File: src/rtl/dblpress_lamp_pkg.sv
package dblpress_lamp_pkg;
   typedef enum logic [1:0] {
      LS_DARK   = 2'd0,
      LS_LIT    = 2'd1,
      LS_BRIGHT = 2'd2
   } lamp_state_t;

   typedef logic [1:0] lamp_level_t;

   function automatic lamp_level_t level_of(input lamp_state_t s);
      case (s)
         LS_LIT:    level_of = 2'd1;
         LS_BRIGHT: level_of = 2'd2;
         default:   level_of = 2'd0;
      endcase
   endfunction
endpackage

File: src/rtl/dblpress_elapsed_timer.sv
module dblpress_elapsed_timer #(
   parameter int CNT_W   = 4,
   parameter int WINDOW  = 3,
   parameter bit COMPACT = 1'b0
) (
   input  logic clk,
   input  logic rst,
   input  logic clr_i,
   input  logic tick_i,
   output logic late_o
);
   localparam int FULL_MAX  = (2 ** CNT_W) - 1;
   localparam int SMALL_MAX = WINDOW + 1;
   localparam int SMALL_W   = $clog2(SMALL_MAX + 1);

   generate
      if (WINDOW < 0) begin : g_bad_window
         $error("WINDOW must not be negative");
      end
      if (!COMPACT && (WINDOW >= FULL_MAX)) begin : g_bad_width
         $error("CNT_W too small: count must exceed WINDOW before saturating");
      end

      if (COMPACT) begin : g_compact
         localparam logic [SMALL_W-1:0] TOP = SMALL_W'(SMALL_MAX);
         localparam logic [SMALL_W-1:0] LIM = SMALL_W'(WINDOW);
         logic [SMALL_W-1:0] cnt_q;
         always_ff @(posedge clk) begin
            if (rst || clr_i)
               cnt_q <= '0;
            else if (tick_i && (cnt_q != TOP))
               cnt_q <= cnt_q + 1'b1;
         end
         assign late_o = (cnt_q > LIM);
      end else begin : g_full
         localparam logic [CNT_W-1:0] TOP = '1;
         localparam logic [CNT_W-1:0] LIM = CNT_W'(WINDOW);
         logic [CNT_W-1:0] cnt_q;
         always_ff @(posedge clk) begin
            if (rst || clr_i)
               cnt_q <= '0;
            else if (tick_i && (cnt_q != TOP))
               cnt_q <= cnt_q + 1'b1;
         end
         assign late_o = (cnt_q > LIM);
      end
   endgenerate
endmodule

File: src/rtl/dblpress_next_state.sv
module dblpress_next_state
   import dblpress_lamp_pkg::*;
(
   input  lamp_state_t cur_i,
   input  logic        press_i,
   input  logic        late_i,
   output lamp_state_t nxt_o,
   output logic        arm_o
);
   always_comb begin
      nxt_o = cur_i;
      arm_o = 1'b0;
      if (press_i) begin
         case (cur_i)
            LS_DARK: begin
               nxt_o = LS_LIT;
               arm_o = 1'b1;
            end
            LS_LIT:    nxt_o = late_i ? LS_DARK : LS_BRIGHT;
            LS_BRIGHT: nxt_o = LS_DARK;
            default:   nxt_o = LS_DARK;
         endcase
      end
   end
endmodule

File: src/rtl/dblpress_level_reg.sv
module dblpress_level_reg
   import dblpress_lamp_pkg::*;
(
   input  logic        clk,
   input  logic        rst,
   input  lamp_state_t nxt_i,
   output lamp_level_t level_o
);
   always_ff @(posedge clk) begin
      if (rst)
         level_o <= 2'd0;
      else
         level_o <= level_of(nxt_i);
   end
endmodule

File: src/rtl/dblpress_lamp_ctrl.sv
module dblpress_lamp_ctrl
   import dblpress_lamp_pkg::*;
#(
   parameter int CNT_W   = 4,
   parameter int WINDOW  = 3,
   parameter bit COMPACT = 1'b0
) (
   input  logic       clk,
   input  logic       rst,
   input  logic       press_i,
   input  logic       tick_i,
   output logic [1:0] level_o,
   output logic [1:0] state_o
);
   lamp_state_t state_q, state_d;
   logic        late_w;
   logic        arm_w;

   dblpress_elapsed_timer #(
      .CNT_W  (CNT_W),
      .WINDOW (WINDOW),
      .COMPACT(COMPACT)
   ) timer_i (
      .clk   (clk),
      .rst   (rst),
      .clr_i (arm_w),
      .tick_i(tick_i),
      .late_o(late_w)
   );

   dblpress_next_state nsl_i (
      .cur_i  (state_q),
      .press_i(press_i),
      .late_i (late_w),
      .nxt_o  (state_d),
      .arm_o  (arm_w)
   );

   dblpress_level_reg lvl_i (
      .clk    (clk),
      .rst    (rst),
      .nxt_i  (state_d),
      .level_o(level_o)
   );

   always_ff @(posedge clk) begin
      if (rst)
         state_q <= LS_DARK;
      else
         state_q <= state_d;
   end

   assign state_o = state_q;
endmodule

File: config.mk
export PLATFORM = sky130hd
export DESIGN_NAME = dblpress_lamp_ctrl
export DESIGN_NICKNAME = d
export VERILOG_FILES = /design/src/rtl/dblpress_lamp_pkg.sv /design/src/rtl/dblpress_elapsed_timer.sv /design/src/rtl/dblpress_next_state.sv /design/src/rtl/dblpress_level_reg.sv /design/src/rtl/dblpress_lamp_ctrl.sv
export SDC_FILE = /design/constraint.sdc
export NUM_CORES = 1
export LEC_CHECK = 0
export BUFFER_PORTS_ARGS = -buffer_cell sky130_fd_sc_hd__buf_2
export CORE_AREA = 2 2 39 41
export CTS_CLUSTER_SIZE = 30
export DETAILED_ROUTE_END_ITERATION = 10
export DIE_AREA = 0 0 41 43
export PLACE_DENSITY_LB_ADDON = 0.1
export SYNTH_ARGS = -nofsm -noshare
export SYNTH_HDL_FRONTEND = slang
export SYNTH_SLANG_ARGS = --single-unit
File: constraint.sdc
create_clock -name clk -period 2.58 [get_ports clk]
set_input_delay 0.516 -clock clk [delete_from_list [all_inputs] [get_ports clk]]
set_output_delay 0.516 -clock clk [all_outputs]
set_load 0.02 [all_outputs]
==> results of run 1 <==
power breakdown:
part           total [uW]  switching [uW]  internal, uW  leakage (uW)
Combinational        33.1            18.0          15.0      0.000107
Clock                95.1            41.9          53.2     0.0000138
Sequential            135            5.23           129     0.0000653
final cells by class:
class / count / area, um^2 / area share
Inverter: 1 / 3.75 / 0.00845
Sequential cell: 8 / 160 / 0.361
Timing Repair Buffer: 7 / 35.0 / 0.0789
Clock buffer: 3 / 22.5 / 0.0507
Tap cell: 16 / 20.0 / 0.0451
Multi-Input combinational cell: 27 / 203 / 0.456
kinds of logic after synthesis:
logic type	count (synthesis)	synth area share
fa+ha+maj	1	0.0341
xor+xnor	1	0.0239
compound gates	7	0.113
simple gates	18	0.382
buf+inv	1	0.0102
flops	8	0.437
per-stage QoR:
| step | area, um^2 | power, uW | setup slack (ns) | cells | utilization |
|---|---|---|---|---|---|
| 3_5_place_dp | 422 | 171 | 1.25 | 59 | 0.305 |
| 5_1_grt | 444 | 282 | 1.11 | 62 | 0.321 |
| 3_3_place_gp | 422 | 170 | 1.24 | 59 | 0.305 |
| 4_1_cts | 444 | 270 | 1.14 | 62 | 0.321 |
| 2_1_floorplan | 367 | 159 | 1.37 | 36 | - |
| 6_report | 444 | 263 | 1.16 | 62 | 0.321 |
sequential cells by signal (all words and copies together) (netlist names):
register,count
timer_i.g_full.cnt_q,4
state_o,2
lvl_i.level_o,2
routing by layer:
layer | routed length [um] | vias up | global-route usage
met5 | 0 | - | 0
met4 | 29 | 0 | 0.100
met3 | 46 | 3 | 0.0524
met2 | 310 | 9 | 0.138
li1 | - | 151 | -
met1 | 245 | 127 | 0.0874
cell usage after synthesis:
library cell  instances
dfxtp_1               8
nor2_1                4
a21oi_1               3
and2b_1               2
nor3_1                2
o21ai_0               2
a211oi_1              1
a21oi_2               1
and2b_2               1
and3_4                1
and4b_2               1
ha_1                  1
inv_1                 1
nand3b_1              1
nand4_1               1
nor3b_4               1
nor4_2                1
nor4b_1               1
or2_4                 1
or3_1                 1
xnor2_1               1
how the worst max path moves through the flow:
stage / startpoint / end / slack (ns)
floorplan: timer_i.g_full.cnt_q[0] / timer_i.g_full.cnt_q[0] / 1.37
global placement: press_i / timer_i.g_full.cnt_q[3] / 1.24
detailed placement: press_i / timer_i.g_full.cnt_q[2] / 1.25
CTS: state_o[0] / state_o[0] / 1.14
global route: state_o[0] / state_o[0] / 1.11
finish: state_o[0] / state_o[0] / 1.16
==> results.cfg, run 1 <==
[run_status]
outcome = completed

[yosys]
synthesis.nets = 41
seq_area_frac_synth = 0.437
yosysTopAreaCellShare = 0.437
avgSynthCellArea_um2 = 10.2
yosysUniqueCellTypes = 21
syn_inst = 36
yosysTopAreaCell = dfxtp_1
ys_ff_latch = 8
synth_warnings = 0
ys_top_cells_by_area = dfxtp_1 (44%), nor3b_4 (5.1%), a21oi_1 (4.1%)
synth_area_um2 = 367

[placement]
port_buffers = 7
gp_congestion = 0.690

[clock_network]
clock_latency_ns = 0.25
cts_tree = yes
clock-sinks = 8
ctsResizeCount = 0
root_buffer = clkbuf_4
cts_setup_buffers = 0
holdBufCountCts = 0
clk_pin_slew_worst_paths_ns = 0.05
cts_buffers = 3
cts_buffer_depth = 2
ctsHtreeMaxLevel = 1

[floorplanning]
floorplan.initialDensity = 0.265
coreArea_mm2 = 0.00138
die_area_mm2 = 0.00176
row_count = 14
fp.dieH_um = 43
io_pins = 8
die_w_um = 41

[worst_setup_path]
reg2reg_to = timer_i.g_full.cnt_q[0]
slowest_delay_ns = 0.44
crit_family = flip-flops
r2r_cells = 4
cp_slowest_cell = dfxtp_1
path_max_fanout = 5
crit_arrival_ns = 0.90
crit_chain = buf_2
regToRegStartpoint = timer_i.g_full.cnt_q[0]
required_ns = 2.06
cp.depth = 1
start_kind = register
critPathBufInv = 1
crit_type = reg2out
r2r_slack_ns = 1.30
end_kind = primary output

[routing]
drt-pass1-iter-count = 2
routed_wl_um = 632
avgViaCountPerCell = 4.68
vias = 290
postRouteAntennaNets = 0
drc = 0
drtIter0Drc = 2
wl_per_cell_um = 10.2

[timing]
maxSlewViolCount = 0
fin_crit_ns = 1.42
hold_violations = 0
whs_ns = 0.486
period_share = 0.551
worst_pin_slew_ns = 0.235
relSlewSlack = 0.841
rsz0062_at_grt = false
setup_tns_ns = 0
max_freq_mhz = 704
fin_skew_ns = 0.00284
setup_viol = 0

[global_route]
antenna_found_initial = 0
grt_pass1_vias = 269
grt_usage = 0.0966
grt_pass1_wl_um = 1060
overflow = 0
grt_max_degree = 6

[finish]
mostFrequentLayoutCells = dfxtp_1 (8), buf_2 (7), nor2_1 (4), a21oi_1 (3), clkbuf_4 (3)
layout.cells.most_common = dfxtp_1
drive_gt1_frac = 0.370
antenna_cells = 0
fillers = 155
syn2layout_area_growth_pct = 21.2
final_nets = 53

[hold_path]
min_from = rst
min_path_cells = 2
min_to = state_o[1]
hold_class = in2reg

[flow_run]
max_cap_viol_count = 0

[power]
leakagePower_uw = 0.000186
peakVddDrop_v = 0.000183
powerDensity_mw_per_mm2 = 591
No activity file was read; power rests on OpenSTA's default activity.
==> run 2: changes to the inputs <==
==> constraint.sdc (replaced) <==
create_clock -name clk -period 1.25 [get_ports clk]
set_input_delay 0.25 -clock clk [delete_from_list [all_inputs] [get_ports clk]]
set_output_delay 0.25 -clock clk [all_outputs]
set_load 0.02 [all_outputs]
==> run 2 against run 1 <==
Compared with the run above:
- utilization up 1.2 points
- count of clock-buffer cells in the layout unchanged
- power up 100%
- worst hold slack worse by 0.25 ns
==> results.cfg, run 2 (same netlist as run 1, synthesis figures left out) <==
[floorplanning]
coreArea_mm2 = 0.00138
die_w_um = 41
row_count = 14
io_pins = 8
die_area_mm2 = 0.00176
floorplan.initialDensity = 0.265
fp.dieH_um = 43

[clock_network]
clock_latency_ns = 0.24
root_buffer = clkbuf_4
cts_tree = yes
clock-sinks = 8
cts_buffer_depth = 2
ctsHtreeMaxLevel = 1
cts_buffers = 3
clk_pin_slew_worst_paths_ns = 0.05
cts_setup_buffers = 0

[worst_setup_path]
cp_slowest_cell = dfxtp_2
slowest_delay_ns = 0.33
critPathBufInv = 0
crit_type = reg2reg
required_ns = 1.43
crit_arrival_ns = 1.39
start_kind = register
path_max_fanout = 4
end_kind = register
crit_family = simple AND/OR/NAND/NOR gates
crit_chain = ha_2 -> and3_4 -> or3_4 -> a21oi_2

[routing]
vias = 288
postRouteAntennaNets = 0
avgViaCountPerCell = 4.57
wl_per_cell_um = 10.5
drtIter0Drc = 5
drc = 0
routed_wl_um = 661
drt-pass1-iter-count = 2

[hold_path]
hold_class = in2reg

[finish]
antenna_cells = 0
final_cells = 63
final_nets = 54
largest_reg_flops = 4
mostFrequentLayoutCells = buf_2 (7), dfxtp_1 (7), nor2_1 (4), a21oi_1 (3), clkbuf_4 (3)
drive_gt1_frac = 0.447
largest_register = timer_i.g_full.cnt_q
post-route-util = 0.333
syn2layout_area_growth_pct = 25.6

[timing]
setup_viol = 0
maxSlewViolCount = 0
fin_crit_ns = 1.22
worst_pin_slew_ns = 0.231
fin_skew_ns = 0.00124
relSlewSlack = 0.844
setup_tns_ns = 0
whs_ns = 0.239
max_freq_mhz = 823
hold_violations = 0
period_share = 0.972

[power]
powerDensity_mw_per_mm2 = 1160
peakVddDrop_v = 0.000489
leakagePower_uw = 0.000189

[global_route]
grt_pass1_wl_um = 1140
grt_max_degree = 6
grt_usage = 0.0987
antenna_found_initial = 0
grt_pass1_vias = 282
overflow = 0

[placement]
dpl.cell_count = 60
gp_congestion = 0.616
port_buffers = 7

[run_status]
outcome = completed

[flow_run]
max_cap_viol_count = 0
-- run 2: final timing paths --
check,from,to,slack (ns),depth (start not counted)
max,timer_i.g_full.cnt_q[0],timer_i.g_full.cnt_q[0],0.03,4
max reg2reg,timer_i.g_full.cnt_q[0],timer_i.g_full.cnt_q[0],0.03,4
min reg2reg,timer_i.g_full.cnt_q[1],timer_i.g_full.cnt_q[1],0.51,2
min,rst,state_o[0],0.24,2
-- run 2: where the power goes --
group	internal [uW]	leakage, uW	total [uW]	switching (uW)
Clock	109	0.0000138	184	75.4
Sequential	268	0.0000657	279	11.2
Combinational	33.4	0.000110	72.1	38.6
Total	410	0.000189	535	125
-- run 2: repair_timing --
item / CTS / global route
gates resized for setup: 1 / 2
hold buffers: 0 / 0
endpoints found under the setup margin: 1 / 1
-- run 2: final cells by class --
cell class / instances / area, um^2
Tap cell: 16 / 20.0
Multi-Input combinational cell: 27 / 210
Clock buffer: 3 / 22.5
Timing Repair Buffer: 8 / 42.5
Inverter: 1 / 3.75
Sequential cell: 8 / 161
Fill cell: 154 / 923
-- run 2: stage by stage --
step	total power, uW	worst slack (ns)	area, um^2
after detailed placement	354	0.0108	429
after global routing	573	-0.00406	460
after floorplan	328	0.0366	367
after global placement	351	0.0133	429
final	535	0.0347	460
after CTS	546	0.0313	454
-- run 2: routing by layer --
metal,vias up,share of wire,track usage
met2,6,0.52,0.156
met3,0,0.059,0.0471
met4,0,0,0.0400
li1,154,-,-
met5,-,0,0
met1,128,0.42,0.107
-- run 2: worst reg2reg max path, stage by stage (launching register included) --
cell and delay [ns]:
dfxtp_2 0.33, ha_2 0.19, and3_4 0.18, or3_4 0.33
a21oi_2 0.13
